$ cat src/rtl/updown_timer.sv
module updown_timer #(
  parameter int CNT_W = 16,
  parameter int PRE_W = 8,
  parameter int EVT_W = 4
) (
  input  logic             clk,
  input  logic             rst_n,
  input  logic             wr_ctrl,
  input  logic             wd_halt,
  input  logic             wd_stop,
  input  logic             wd_clear,
  input  logic             wd_bidir,
  input  logic [PRE_W-1:0] wd_pre,
  input  logic             limit_in,
  input  logic [EVT_W-1:0] evt_in,
  input  logic [EVT_W-1:0] start_mask,
  output logic             rd_halt,
  output logic             rd_stop,
  output logic             rd_clear,
  output logic             rd_bidir,
  output logic             rd_down,
  output logic [PRE_W-1:0] rd_pre,
  output logic [CNT_W-1:0] count,
  output logic             tick,
  output logic             limit_hit
);

  logic             halt_q, stop_q, bidir_q, down_q;
  logic [PRE_W-1:0] pre_q, div_q;
  logic [CNT_W-1:0] cnt_q, cnt_n, cnt_dec;
  logic             down_n, running, start_evt, clr_cmd;

  assign clr_cmd   = wr_ctrl & wd_clear;
  assign running   = ~halt_q & ~stop_q;
  assign tick      = running & (div_q >= pre_q);
  assign start_evt = ~halt_q & stop_q & (|(evt_in & start_mask));
  assign limit_hit = tick & limit_in;
  assign cnt_dec   = (cnt_q == '0) ? '0 : cnt_q - 1'b1;

  always_ff @(posedge clk or negedge rst_n) begin
    if (!rst_n) begin
      halt_q  <= 1'b1;
      stop_q  <= 1'b0;
      bidir_q <= 1'b0;
      pre_q   <= '0;
    end else if (wr_ctrl) begin
      halt_q  <= wd_halt;
      stop_q  <= wd_stop & ~wd_halt;
      bidir_q <= wd_bidir;
      pre_q   <= wd_pre;
    end else if (start_evt) begin
      stop_q  <= 1'b0;
    end
  end

  always_comb begin
    cnt_n  = cnt_q;
    down_n = down_q;
    if (limit_in) begin
      if (!bidir_q) begin
        cnt_n  = '0;
        down_n = 1'b0;
      end else if (!down_q) begin
        cnt_n  = cnt_dec;
        down_n = 1'b1;
      end else begin
        cnt_n  = cnt_q + 1'b1;
        down_n = 1'b0;
      end
    end else if (down_q) begin
      cnt_n = cnt_dec;
    end else begin
      cnt_n = cnt_q + 1'b1;
    end
    if (down_n && cnt_n == '0) down_n = 1'b0;
  end

  always_ff @(posedge clk or negedge rst_n) begin
    if (!rst_n) begin
      div_q  <= '0;
      cnt_q  <= '0;
      down_q <= 1'b0;
    end else if (clr_cmd) begin
      div_q  <= '0;
      cnt_q  <= '0;
      down_q <= 1'b0;
    end else if (running) begin
      if (tick) begin
        div_q  <= '0;
        cnt_q  <= cnt_n;
        down_q <= down_n;
      end else begin
        div_q <= div_q + 1'b1;
      end
    end
  end

  assign rd_halt  = halt_q;
  assign rd_stop  = stop_q;
  assign rd_clear = 1'b0;
  assign rd_bidir = bidir_q;
  assign rd_down  = down_q;
  assign rd_pre   = pre_q;
  assign count    = cnt_q;

  p_halt_hold_r4: assert property (@(posedge clk) disable iff (!rst_n)
    (halt_q && !clr_cmd) |=> $stable(cnt_q));
  p_halt_kills_stop_r5: assert property (@(posedge clk) disable iff (!rst_n)
    halt_q |-> !stop_q);
  p_halt_sticky_r6: assert property (@(posedge clk) disable iff (!rst_n)
    (halt_q && !wr_ctrl) |=> halt_q);
  p_start_resume_r7: assert property (@(posedge clk) disable iff (!rst_n)
    (stop_q && !halt_q && (|(evt_in & start_mask)) && !wr_ctrl) |=> !stop_q);
  p_stop_hold_r7: assert property (@(posedge clk) disable iff (!rst_n)
    (stop_q && !clr_cmd) |=> $stable(cnt_q));
  p_clear_r3: assert property (@(posedge clk) disable iff (!rst_n)
    clr_cmd |=> (cnt_q == '0 && !down_q));
  p_restart_r8: assert property (@(posedge clk) disable iff (!rst_n)
    (limit_hit && !bidir_q && !clr_cmd) |=> (cnt_q == '0 && !down_q));
  p_down_nonzero_r11: assert property (@(posedge clk) disable iff (!rst_n)
    down_q |-> cnt_q != '0);
  p_hit_needs_tick_r12: assert property (@(posedge clk) disable iff (!rst_n)
    limit_hit |-> (running && limit_in));

endmodule

$ cat config.mk
export PLATFORM = sky130hd
export DESIGN_NAME = updown_timer
export DESIGN_NICKNAME = d
export VERILOG_FILES = /design/src/rtl/updown_timer.sv
export SDC_FILE = /design/constraint.sdc
export NUM_CORES = 1
export LEC_CHECK = 0
export ABC_AREA = 0
export ABC_CLOCK_PERIOD_IN_PS = 4900
export CAP_MARGIN = 20
export CORE_ASPECT_RATIO = 2
export CORE_MARGIN = 2
export CORE_UTILIZATION = 55
export DETAILED_ROUTE_END_ITERATION = 16
export PLACE_DENSITY_LB_ADDON = 0.15
export SLEW_MARGIN = 15
export SYNTH_ARGS = -nofsm -noshare
export SYNTH_HDL_FRONTEND = slang
export SYNTH_SLANG_ARGS = --single-unit
$ cat constraint.sdc
create_clock -name clk -period 4.9 [get_ports clk]
set_clock_uncertainty 0.15 [all_clocks]
set_input_delay 0.98 -clock clk [delete_from_list [all_inputs] [get_ports clk]]
set_output_delay 0.98 -clock clk [all_outputs]
set_load 0.005 [all_outputs]
==> qor.yml <==
die:
  io_pins: 55
  die-area_mm2: 0.00562
  start_util_pct: 56.6
  rows: 36
  fp.dieH_um: 104
  coreArea_mm2: 0.00486
  die_w_um: 54.0
logic_synthesis:
  syn_inst: 351
  async_reset_ff_share_pct: 100
  netlist.area_leader.share_pct: 31.8
  synth-edff-count: 0
  syn_area_mm2: 0.00275
  ys_seq_area_share_pct: 32.8
  synth_ff_type: "dfrtp_1"
  ys_warn_count: 0
  synth.avg_cell_area_um2: 7.84
  synth-seq-cells: 36
  synth_area_leader_cell: "dfrtp_1"
  synth.area.top_cells: "dfrtp_1, nand2_1, nor2_1"
  ys_types: 58
  syn_nets: 386
finish:
  nets: 425
  area_growth_pct: 23.1
  diodes: 0
  final_cell_area_mm2: 0.00339
  final_cell_mix: "clkdlybuf4s50_1, nand2_1, nor2_1, dfrtp_1, o21ai_0"
  drive_gt1_share_pct: 6.91
  final_common_cell: "clkdlybuf4s50_1"
routing:
  routed_wl_mm: 8.60
  vias: 2883
  ant_nets: 0
  drt-initial-drc-count: 112
  routedWlPerCell_um: 19.2
  drc: 0
  viasPerCell: 6.44
  drt_pass1_iterations: 6
power:
  power_frac_clock_pct: 26.4
  power_leakage_nw: 1.46
  totalPowerFinal_w: 0.00115
  switching_share_pct: 37.8
  seqPwrFrac_pct: 33.3
  power_density_mw_per_mm2: 340
  combPwrFrac_pct: 40.3
  p_switching_w: 0.000435
  internal_power_w: 0.000716
  peakVddDrop_mv: 0.342
place:
  io_buffers: 53
  gp_congestion: 0.998
  pre_cts_slack_ns: 0.613
  placed_area_mm2: 0.00326
  dp_hpwl_mm: 6.41
timing:
  slew_viol_final: 0
  grt_setup_unrepaired: "false"
  max_freq_mhz: 242
  worstMarginPinSlew_ns: 0.924
  setup_violations: 0
  finalHoldViolCount: 0
  tns_ns: 0
  slew_headroom_pct: 38.0
  setup_ws_ns: 0.774
  period_share_pct: 84.2
  timing.final.crit_period_ns: 4.13
worst_setup_path:
  reg2reg_depth: 10
  path_max_fanout: 22
  start_kind: "register"
  critical_path_class: "reg2out"
  worst_path_max_delay_cell: "o21ai_0"
  crit_arrival_ns: 3.00
  cp-end-kind: "output port"
  crit_path_max_incr_delay_ns: 0.56
  cpMostUsedCell: "a21o_1"
  r2r_slack_ns: 0.96
  path_cells: "inv_1 > ha_1 > nand2b_1 > a21o_1 > a21o_1 > a21oi_1 > o21ai_0 > nand2_1 > buf_4 > nor2_1 > clkdlybuf4s50_1"
  required_ns: 3.77
  reg2reg_to: "rd_down$_DFFE_PN0P_"
  timing.rr.start: "count[1]$_DFFE_PN0P_"
worst_hold_path:
  hold_end: "div_q[4]$_DFFE_PN0P_"
  hold_class: "reg2reg"
  hold-path-cell-count: 1
  min_from: "div_q[4]$_DFFE_PN0P_"
cts:
  clk_latency_ns: 0.31
  cts.path.max_buffers: 2
  htree_num_levels: 2
  clkTransAtPathRegs_ns: 0.07
  cts_hold_buffers: 0
  cts_buffers: 5
  clock_sinks: 36
  cts_tree: "yes"
  cts_resized: 0
  cts_root_buf: "clkbuf_8"
  cts_setup_buffers: 0
outcome:
  outcome: "completed"
global_route:
  grt_overflow: 0
  first_global_vias: 2768
  grt_max_degree: 37
  grtUsageTotal_pct: 33.0
  grt_pass1_wl_mm: 13.5
  antenna_found_initial: 0
job:
  maxCapViolCount: 0
-- layout make-up --
| class | instances | area [um^2] |
|---|---|---|
| well taps | 57 | 71.3 |
| repair buffers | 56 | 548 |
| inverters | 15 | 56.3 |
| multi-input cells | 276 | 1680 |
| clock buffers | 7 | 96.3 |
| clock inverters | 1 | 30.0 |
| flip-flops and latches | 36 | 902 |
| fillers | 401 | 1480 |
-- power by group through the flow --
stage | registers (W) | logic, W | clock network [W]
2_1_floorplan | 0.000363 | 0.000319 | 0
6_report | 0.000383 | 0.000464 | 0.000304
4_1_cts | 0.000382 | 0.000458 | 0.000303
5_1_grt | 0.000390 | 0.000508 | 0.000311
3_5_place_dp | 0.000388 | 0.000456 | 0
3_3_place_gp | 0.000386 | 0.000449 | 0
-- through the flow --
step           hold slack [ns]  std cells  util (%)
6_report                 0.404        448      69.7
2_1_floorplan            0.326        351         -
3_3_place_gp             0.377        440      67.1
4_1_cts                  0.392        448      69.7
3_5_place_dp             0.381        440      67.1
5_1_grt                  0.435        448      69.7
-- routing by layer --
metal	vias up	track usage, %	part of all wire (%)
met5	-	0	0
met4	0	21.1	6.1
met3	43	7.76	5.6
met2	117	56.4	55
met1	1383	33.4	34
li1	1340	-	-
-- logic make-up (layout without fill, tap and decap cells) --
| logic type | after synthesis | after routing | synth area share (%) |
|---|---|---|---|
| compound gates | 96 | 96 | 23.4 |
| fa+ha+maj | 11 | 11 | 5.00 |
| xor+xnor | 15 | 15 | 4.77 |
| buf+inv | 39 | 79 | 6.05 |
| other cells | 1 | 1 | 0.136 |
| mux | 4 | 4 | 1.59 |
| flops | 36 | 36 | 32.8 |
| simple gates | 149 | 149 | 26.3 |
-- flip-flops by register name (all words and copies together), names as in the netlist --
name and cells:
div_q 8, rd_pre 8, rd_stop 1, count 16
rd_down 1, rd_halt 1, rd_bidir 1
-- Yosys cell counts (all sizes together), types with 7 or more instances --
library cell and count:
ha 11, nand2 46, nand3 8, a21oi 21, clkbuf 14, nor3 14
dfrtp 35, a211oi 8, nor2 40, inv 15, xor2 7, nand4 7
buf 10, nor4 7, o21ai 27, xnor2 8
-- worst max path at each step --
stage / endpoint / start / slack, ns
final: limit_hit / div_q[0]$_DFFE_PN0P_ / 0.77
after floorplan: rd_down$_DFFE_PN0P_ / limit_in / 1.56
after global routing: limit_hit / div_q[0]$_DFFE_PN0P_ / 0.63
after CTS: limit_hit / div_q[0]$_DFFE_PN0P_ / 0.77
after global placement: rd_down$_DFFE_PN0P_ / limit_in / 0.67
after detailed placement: rd_down$_DFFE_PN0P_ / limit_in / 0.61
-- critical path, delay by kind of cell, from the launching register on --
kind	cells	cell delay, ns
adders and majority gates	1	0.26
AOI/OAI and AO/OA	4	0.86
and+or+nand+nor	3	0.35
buffers and inverters	3	0.83
DFF	1	0.40
Note: power is estimated with default switching activity, not from simulation.
